<file path="src/rtl/outbound_xlat.sv">
module outbound_xlat #(
  parameter int LA_W  = 36,
  parameter int BA_W  = 64,
  parameter int NWIN  = 4,
  parameter int PG_W  = 12,
  parameter int SZ_W  = 6,
  parameter int SEL_W = $clog2(NWIN + 1)
) (
  input  logic             clk,
  input  logic             rst_n,
  input  logic             cfg_we,
  input  logic [SEL_W-1:0] cfg_sel,
  input  logic [1:0]       cfg_field,
  input  logic [BA_W-1:0]  cfg_wdata,
  input  logic             req_valid,
  input  logic [LA_W-1:0]  req_addr,
  output logic             out_valid,
  output logic [BA_W-1:0]  out_addr,
  output logic             out_io,
  output logic [SEL_W-1:0] out_win
);

  logic [LA_W-1:PG_W] base_q [NWIN];
  logic [BA_W-1:PG_W] xlat_q [NWIN+1];
  logic [SZ_W-1:0]    sz_q   [NWIN];
  logic [NWIN-1:0]    io_q, en_q, hit;
  logic [BA_W-1:0]    tr     [NWIN];

  logic [BA_W-1:0]  sel_addr;
  logic [SEL_W-1:0] sel_win;
  logic             sel_io;

  always_ff @(posedge clk or negedge rst_n) begin
    if (!rst_n) begin
      for (int i = 0; i < NWIN; i++) begin
        base_q[i] <= '0;
        sz_q[i]   <= SZ_W'(PG_W);
        io_q[i]   <= 1'b0;
        en_q[i]   <= 1'b0;
      end
      for (int i = 0; i <= NWIN; i++) xlat_q[i] <= '0;
    end else if (cfg_we) begin
      for (int i = 0; i < NWIN; i++) begin
        if (cfg_sel == SEL_W'(i)) begin
          case (cfg_field)
            2'd0: base_q[i] <= cfg_wdata[LA_W-1:PG_W];
            2'd2: begin
              sz_q[i] <= cfg_wdata[SZ_W-1:0];
              io_q[i] <= cfg_wdata[SZ_W];
              en_q[i] <= cfg_wdata[SZ_W+1];
            end
            default: ;
          endcase
        end
      end
      for (int i = 0; i <= NWIN; i++)
        if (cfg_sel == SEL_W'(i) && cfg_field == 2'd1)
          xlat_q[i] <= cfg_wdata[BA_W-1:PG_W];
    end
  end

  for (genvar g = 0; g < NWIN; g++) begin : g_win
    logic [SZ_W-1:0]    sz_eff;
    logic [LA_W-1:PG_W] msk;

    assign sz_eff = (sz_q[g] < SZ_W'(PG_W)) ? SZ_W'(PG_W) :
                    (sz_q[g] > SZ_W'(LA_W)) ? SZ_W'(LA_W) : sz_q[g];

    always_comb begin
      msk = '0;
      for (int b = PG_W; b < LA_W; b++) msk[b] = (sz_eff <= SZ_W'(b));
    end

    assign hit[g] = en_q[g] && (((req_addr[LA_W-1:PG_W] ^ base_q[g]) & msk) == '0);
    assign tr[g]  = {xlat_q[g][BA_W-1:LA_W],
                     (xlat_q[g][LA_W-1:PG_W] & msk) | (req_addr[LA_W-1:PG_W] & ~msk),
                     req_addr[PG_W-1:0]};

    a_disabled_R11: assert property (@(posedge clk) disable iff (!rst_n)
      (req_valid && !en_q[g]) |=> (out_win != SEL_W'(g)));
  end

  always_comb begin
    sel_win  = SEL_W'(NWIN);
    sel_io   = 1'b0;
    sel_addr = {xlat_q[NWIN][BA_W-1:LA_W], req_addr};
    for (int i = NWIN - 1; i >= 0; i--) begin
      if (hit[i]) begin
        sel_win  = SEL_W'(i);
        sel_io   = io_q[i];
        sel_addr = tr[i];
      end
    end
  end

  always_ff @(posedge clk or negedge rst_n) begin
    if (!rst_n) begin
      out_valid <= 1'b0;
      out_addr  <= '0;
      out_io    <= 1'b0;
      out_win   <= '0;
    end else begin
      out_valid <= req_valid;
      if (req_valid) begin
        out_addr <= sel_addr;
        out_io   <= sel_io;
        out_win  <= sel_win;
      end
    end
  end

  a_latency_R2: assert property (@(posedge clk) disable iff (!rst_n)
    req_valid |=> out_valid);
  a_idle_R2: assert property (@(posedge clk) disable iff (!rst_n)
    !req_valid |=> !out_valid);
  a_pageoff_R3: assert property (@(posedge clk) disable iff (!rst_n)
    req_valid |=> (out_addr[PG_W-1:0] == $past(req_addr[PG_W-1:0])));
  a_default_R7: assert property (@(posedge clk) disable iff (!rst_n)
    (out_valid && out_win == SEL_W'(NWIN)) |->
      (!out_io && out_addr[LA_W-1:0] == $past(req_addr)));
  a_winrange_R6: assert property (@(posedge clk) disable iff (!rst_n)
    out_valid |-> (out_win <= SEL_W'(NWIN)));

endmodule

</file>
<file path="config.mk">
export PLATFORM = sky130hd
export DESIGN_NAME = outbound_xlat
export DESIGN_NICKNAME = d
export VERILOG_FILES = /design/src/rtl/outbound_xlat.sv
export SDC_FILE = /design/constraint.sdc
export NUM_CORES = 1
export LEC_CHECK = 0
export BUFFER_PORTS_ARGS = -buffer_cell sky130_fd_sc_hd__buf_2
export CAP_MARGIN = 30
export CORE_MARGIN = 10
export CORE_UTILIZATION = 55
export CTS_CLUSTER_SIZE = 14
export DETAILED_ROUTE_END_ITERATION = 12
export PLACE_DENSITY_LB_ADDON = 0.3
export SYNTH_ARGS = -nofsm -noshare
export SYNTH_HDL_FRONTEND = slang
export SYNTH_SLANG_ARGS = --single-unit
</file>
<file path="constraint.sdc">
create_clock -name clk -period 2.4 [get_ports clk]
set_input_delay 0.12 -clock clk [delete_from_list [all_inputs] [get_ports clk]]
set_output_delay 0.12 -clock clk [all_outputs]
set_load 0.005 [all_outputs]
</file>
==> results.ini, run 1 <==
[sta]
slew_headroom_pct=40.0
finalMaxSlewViolations=0
clock_skew_ps=17.5
tightest_slew_ps=900
finalSetupViolCount=56
fin_crit_ps=3040
fin_crit_sh_pct=127
rsz0062_at_grt=yes
timing.fmax_ghz=0.329
final_hold_viol_count=0
setup_ws_ps=-643

[floorplan]
fp.coreArea_um2=38700
rows=72
die_area_um2=47500
die_w_um=218
start_util_pct=55.7
num_io_pins=178
die_h_um=218

[yosys]
synth_most_common_cell=dfrtp_1
syn_inst=1794
seq_area_frac_synth_pct=50.3
synth_enable_flop_cells=0
netlist.area_leader.share_pct=49.3
synthAdderAreaFrac_pct=0.0464
yosys.area_share.simple_pct=5.98
synth_common_cells=dfrtp_1, mux2_2, nor2_1
synthDistinctLibCells=84
ys_ff_latch=433
ys.flop_type=dfrtp_1
synth_top_family_by_area=multiplexers
ys_top_cells_by_area=dfrtp_1, mux2_2, mux2i_1
ys_async_sr_fraction_pct=100
synth_xor_xnor_area_share_pct=3.90
syn_area_um2=21600
yosys_warnings=0
syn-num-nets=1903
avgSynthCellArea_um2=12.0
muxShareOfSynthArea_pct=23.8
synth-compound-area-share_pct=12.6
yosys.area.top_type=dfrtp_1

[worst_setup_path]
critPathBufInv=6
critPathLaunchType=register
cp_top_family=buffers and inverters
critical_path_class=register to register
crit_fanout=8
critPathSlowestCell=dfstp_2
required_ps=2870
critPathCaptureType=register
slowest_delay_ps=590
path_cells=buf_6 -> o211ai_1 -> a32oi_1 -> buf_4 -> o31ai_4 -> nor4_4 -> buf_4 -> nand3_4 -> buf_6 -> nand2b_4 -> buf_12 -> buf_12 -> a211o_1 -> o21ai_1
cp.arrival_ps=3510

[clock_network]
clk_pin_slew_ps=70
cts_root_buf=clkbuf_16
cts_made_buffers=46
htree_levels=2
max-clock-path-buffers=3
cts_tree=built
insertion_delay_ps=600
cts.sink_count=433

[grt]
globalRouteMet2Util_pct=51.9
grt_pass1_wl_um=117000
use_met3_pct=6.89
grt_max_degree=90
antenna_found_initial=6
grt_use_total_pct=32.5
use_met1_pct=40.7
busiest_layer=met2
overflow=0
grt_pass1_vias=19009

[outcome]
violations=negative setup slack
status=finished with violations

[routing]
viasPerCell=6.29
drt-total-wl_um=80300
drc=0
vias=18397
drt_first_pass_iters=6
postRouteAntennaNets=0
first_iter_violations=1845
routedWlPerCell_um=27.4

[placed_design]
io_buffers=173
place_congestion=1.02
placed_cells=2666
dp_hpwl_um=52600
placed_area_um2=25500

[power]
leakagePower_nw=13.9
pwr_density_cell_nw_per_um2=795
peakVddDrop_mv=0.822

[finish]
drive_above_1_share_pct=52.2
n_fill_cell=2394
syn2layout_area_growth_pct=38.9
final_cell_area_um2=30000
final_nets=2479
final_cells=2926

[hold_path]
hp-class=input pin to register

[run]
drv_cap=0

sequential cells by signal, indices dropped and copies added, names as in the netlist, 3 cells and up:
register / count
sz_q: 24
base_q: 96
out_addr: 64
out_win: 3
en_q: 4
tr: 112
xlat_q: 124
io_q: 4
kinds of logic (layout without fill, tap and decap cells):
| kind of cell | Yosys count | after routing |
|---|---|---|
| AND/OR/NAND/NOR | 268 | 269 |
| XOR/XNOR | 96 | 96 |
| multiplexers | 462 | 462 |
| buffers and inverters | 163 | 773 |
| other | 0 | 3 |
| adder cells (fa/ha/maj) | 1 | 1 |
| flip-flops | 433 | 433 |
| AO/OA/AOI/OAI | 371 | 371 |
metrics by stage:
| step | setup slack (ps) | util (%) | total power, W | hold WS, ps | TNS (ps) |
|---|---|---|---|---|---|
| floorplan | -194 | - | 0.0126 | -176 | -6210 |
| global placement | -924 | 65.7 | 0.0154 | 91.1 | -41640 |
| detailed placement | -970 | 65.7 | 0.0156 | 88.4 | -44240 |
| CTS | -546 | 75.0 | 0.0234 | 6.77 | -26570 |
| global route | -673 | 77.4 | 0.0246 | 48.3 | -33190 |
| finish | -643 | 77.4 | 0.0238 | 41.9 | -30050 |
metal layers:
layer	part of all wire, %	wire length (um)
met5	0.014	11
met4	5.9	4730
met3	8.3	6640
met2	47	37800
met1	39	31100
report_power, final:
group | leakage (nW) | switching, W | internal [W]
Sequential | 5.46 | 0.000974 | 0.00864
Combinational | 7.65 | 0.00335 | 0.00350
Clock | 0.760 | 0.00305 | 0.00431
worst min-delay path: stages:
cell	delay, ps
buf_2	160
o21ba_4	230
o32ai_2	80
final cells by class:
type | instances | area (um^2) | share of cell area [%]
Inverter | 12 | 45.0 | 0.150
Tap cell | 518 | 648 | 2.16
Timing Repair Buffer | 678 | 5850 | 19.5
Sequential cell | 433 | 10900 | 36.2
Antenna cell | 3 | 7.51 | 0.0250
Multi-Input combinational cell | 1199 | 11000 | 36.8
Clock inverter | 14 | 216 | 0.722
Clock buffer | 69 | 1340 | 4.46
path summary, 6_finish.rpt:
kind / cells past startpoint / slack [ps] / end / start
max: 14 / -640 / out_addr[39]$_DFFE_PN0P_ / sz_q[15]$_DFFE_PN1P_
min: 3 / 40 / out_addr[35]$_DFFE_PN0P_ / req_addr[35]
max reg2reg: 14 / -640 / out_addr[39]$_DFFE_PN0P_ / sz_q[15]$_DFFE_PN1P_
min reg2reg: 1 / 500 / out_addr[10]$_DFFE_PN0P_ / out_addr[10]$_DFFE_PN0P_
max in group asynchronous: 3 / 1500 / out_addr[62]$_DFFE_PN0P_ / rst_n
min in group asynchronous: 2 / 60 / xlat_q[228]$_DFFE_PN0P_ / rst_n
cell usage in the layout, fill, tap and decap left out, types with 7 or more instances in the layout:
cell and count:
buf_4 326, buf_2 172, a221oi_2 22, o21ai_1 38, clkbuf_8 10, a221oi_1 13
dlygate4sd3_1 75, a211o_1 31, nand2_1 40, a31oi_1 9, inv_1 11, buf_16 9
xnor2_1 50, buf_6 44, o31ai_1 7, o21a_1 9, a21o_1 12, nor2_1 102
dfrtp_1 421, nor3_1 7, a21oi_1 43, a22oi_1 9, nand4_1 7, o21ai_2 7
dfstp_2 8, nand3_1 15, a311oi_2 8, mux2i_1 56, a211oi_1 10, buf_12 39
clkbuf_16 53, a311oi_1 8, xor2_1 46, mux2_2 398, a21oi_2 9, clkbuf_1 13
a211oi_2 8, o21ai_0 26
timing repair:
item,in CTS,in global routing
endpoints found under the hold margin,782,0
hold buffers,75,0
cloned,10,7
resized for setup,145,104
setup buffers,53,40
pin swaps,56,65
endpoints found under the setup margin,56,56
No activity file was read; power rests on OpenSTA's default activity.
==> run 2, diff against run 1 <==
--- a/config.mk
+++ b/config.mk
@@ -5,6 +5,7 @@
 export SDC_FILE = /design/constraint.sdc
 export NUM_CORES = 1
 export LEC_CHECK = 0
+export ABC_AREA = 1
 export BUFFER_PORTS_ARGS = -buffer_cell sky130_fd_sc_hd__buf_2
 export CAP_MARGIN = 30
 export CORE_MARGIN = 10
==> results.ini, run 2 <==
[worst_setup_path]
critPathCaptureType=register
critPathLaunchType=register
path_cells=nand2_1 -> nand2_2 -> nand2_2 -> inv_1 -> buf_4 -> nand2_1 -> nand2_2 -> nand2_2 -> nand3_2 -> nand3_1 -> nor2_2 -> nand3_4 -> inv_4 -> nor2_4 -> buf_12 -> buf_12 -> nand2_2 -> nand4_1 -> nand2_1 -> nand2_1
required_ps=2890
crit_fanout=9
critPathBufInv=5
cp.arrival_ps=3360
cpMostUsedCell=nand2_2
cp_top_family=simple AND/OR/NAND/NOR gates
critPathSlowestCell=dfstp_2
slowest_delay_ps=560
critical_path_class=register to register

[yosys]
syn_area_um2=21900
avgSynthCellArea_um2=7.64
synth-compound-area-share_pct=13.2
synth_xor_xnor_area_share_pct=3.36
yosys_warnings=0
synthAdderAreaFrac_pct=0
synth_enable_flop_cells=0
syn_inst=2868
synthDistinctLibCells=40
synth_common_cells=nand2_1, o21ai_0, dfrtp_1
muxShareOfSynthArea_pct=0.406
synth_top_family_by_area=simple AND/OR/NAND/NOR gates
ys_async_sr_fraction_pct=100
ys_ff_latch=433
yosys.area_share.simple_pct=26.8
yosys.area.top_type=dfrtp_1
syn-num-nets=2977
synth_most_common_cell=nand2_1
netlist.area_leader.share_pct=48.6
ys.flop_type=dfrtp_1
seq_area_frac_synth_pct=49.5
ys_top_cells_by_area=dfrtp_1, nand2_1, o21ai_0

[routing]
viasPerCell=5.76
postRouteAntennaNets=0
top_layer=met4
wl_met1_um=34000
first_iter_violations=2740
met3WireLength_um=8810
vias=22833
drt_first_pass_iters=6
drt-total-wl_um=87000
drc=0
routedWlPerCell_um=21.9
wl_met2_um=40100

[clock_network]
cts_made_buffers=49
max-clock-path-buffers=3
insertion_delay_ps=610
cts.sink_count=433
cts_root_buf=clkbuf_16
cts_tree=built
clk_pin_slew_ps=60
htree_levels=2

[finish]
final_cells=3967
final_nets=3511
regMostFlops=xlat_q
final_cell_mix=nand2_1, dfrtp_1, o21ai_0, buf_4, inv_1
largest_register_ffs=124
layout.cells.most_common=nand2_1
syn2layout_area_growth_pct=35.3
drive_above_1_share_pct=26.6
n_fill_cell=2980

[power]
power_frac_seq_pct=38.9
leakagePower_nw=15.2
pwr_density_cell_nw_per_um2=825
combPwrFrac_pct=28.0
intPower_w=0.0164
pwr-share-clk_pct=33.1
peakVddDrop_mv=0.872
p_switching_w=0.00800
p_sw_share_pct=32.8

[sta]
fin_crit_ps=2870
final_hold_viol_count=0
timing.fmax_ghz=0.348
setup_ws_ps=-470
hold_ws_ps=32.8
clock_skew_ps=18.8
finalMaxSlewViolations=0
finalSetupViolCount=56
slew_headroom_pct=39.2
fin_crit_sh_pct=120
tightest_slew_ps=912
rsz0062_at_grt=yes

[floorplan]
die_area_um2=48200
rows=73
die_h_um=220
num_io_pins=178
start_util_pct=55.4
fp.coreArea_um2=39500
die_w_um=220

[placed_design]
placed_cells=3735
place_congestion=1.04
io_buffers=173
pre_cts_slack_ps=-864
dp_hpwl_um=59600

[grt]
grt_use_total_pct=35.4
grt_max_degree=105
overflow=0
grt_pass1_wl_um=130000
grt_pass1_vias=22003
antenna_found_initial=2

[outcome]
status=finished with violations
violations=negative setup slack

[hold_path]
hp-class=input pin to register

[run]
drv_cap=0

## run 2: cell types whose count changed in the layout (fill, tap and decap cells not counted), sizes merged, moves of 80 or more
cell / before / now
o21ai: 72 / 453
nand2: 52 / 984
mux2: 400 / 7
nor2: 113 / 193
nand3: 24 / 165
inv: 14 / 204
## run 2: through the flow
step / instance area, um^2 / utilization (%) / TNS (ps) / total power, W
after floorplan: 21900 / - / 0 / 0.0123
after global placement: 25600 / 64.7 / -48700 / 0.0153
after detailed placement: 25600 / 64.7 / -43020 / 0.0155
after CTS: 29000 / 73.3 / -17810 / 0.0240
after global routing: 29600 / 74.9 / -27130 / 0.0255
final: 29600 / 74.9 / -22130 / 0.0244
## run 2: what timing repair did
item                                    in CTS  in global routing
cloned                                       3                  3
hold buffers                                85                  0
endpoints found under the hold margin      426                  0
gates resized for setup                    136                127
pin swaps                                   28                 35
endpoints found under the setup margin      56                 56
buffers inserted                            37                 14
## run 2: final cells by class
cell class,count,area (um^2),area share [%]
clock inverters,20,310,1.05
multi-input cells,2072,10300,34.9
repair buffers,639,5230,17.7
flip-flops and latches,433,10900,36.6
clock buffers,70,1430,4.82
diodes,1,2.50,0.00845
inverters,207,808,2.73
well taps,525,657,2.22
## run 2: worst min-delay path: stages
cell	delay, ps
buf_2	170
nand2_1	100
nand3_2	70
nand2_1	70
nand2_1	50
## run 2: power groups by stage
stage | combinational, W | sequential (W) | clock (W)
2_1_floorplan | 0.00298 | 0.00933 | 0
3_3_place_gp | 0.00583 | 0.00950 | 0
3_5_place_dp | 0.00594 | 0.00954 | 0
4_1_cts | 0.00644 | 0.00945 | 0.00814
5_1_grt | 0.00740 | 0.00964 | 0.00844
6_report | 0.00684 | 0.00951 | 0.00808
## run 2: logic make-up after synthesis
group | count (synthesis)
XOR/XNOR | 84
multiplexers | 8
buffers and inverters | 363
AND/OR/NAND/NOR | 1428
AO/OA/AOI/OAI | 552
flip-flops | 433
## run 2: layer usage
metal	track usage [%]	up-vias
met5	0	-
met4	15.7	0
met3	7.39	259
met2	56.0	1329
met1	46.3	10921
li1	-	10324
## run 2: path summary, 6_finish.rpt
path,cells past startpoint,slack (ps),to,start
max,20,-470,out_addr[38]$_DFFE_PN0P_,sz_q[8]$_DFFE_PN1P_
max in group asynchronous,4,1260,tr[244]$_DFFE_PN0P_,rst_n
min reg2reg,2,470,out_addr[5]$_DFFE_PN0P_,out_addr[5]$_DFFE_PN0P_
min in group asynchronous,2,80,base_q[88]$_DFFE_PN0P_,rst_n
min,5,30,out_addr[18]$_DFFE_PN0P_,req_addr[18]
max reg2reg,20,-470,out_addr[38]$_DFFE_PN0P_,sz_q[8]$_DFFE_PN1P_
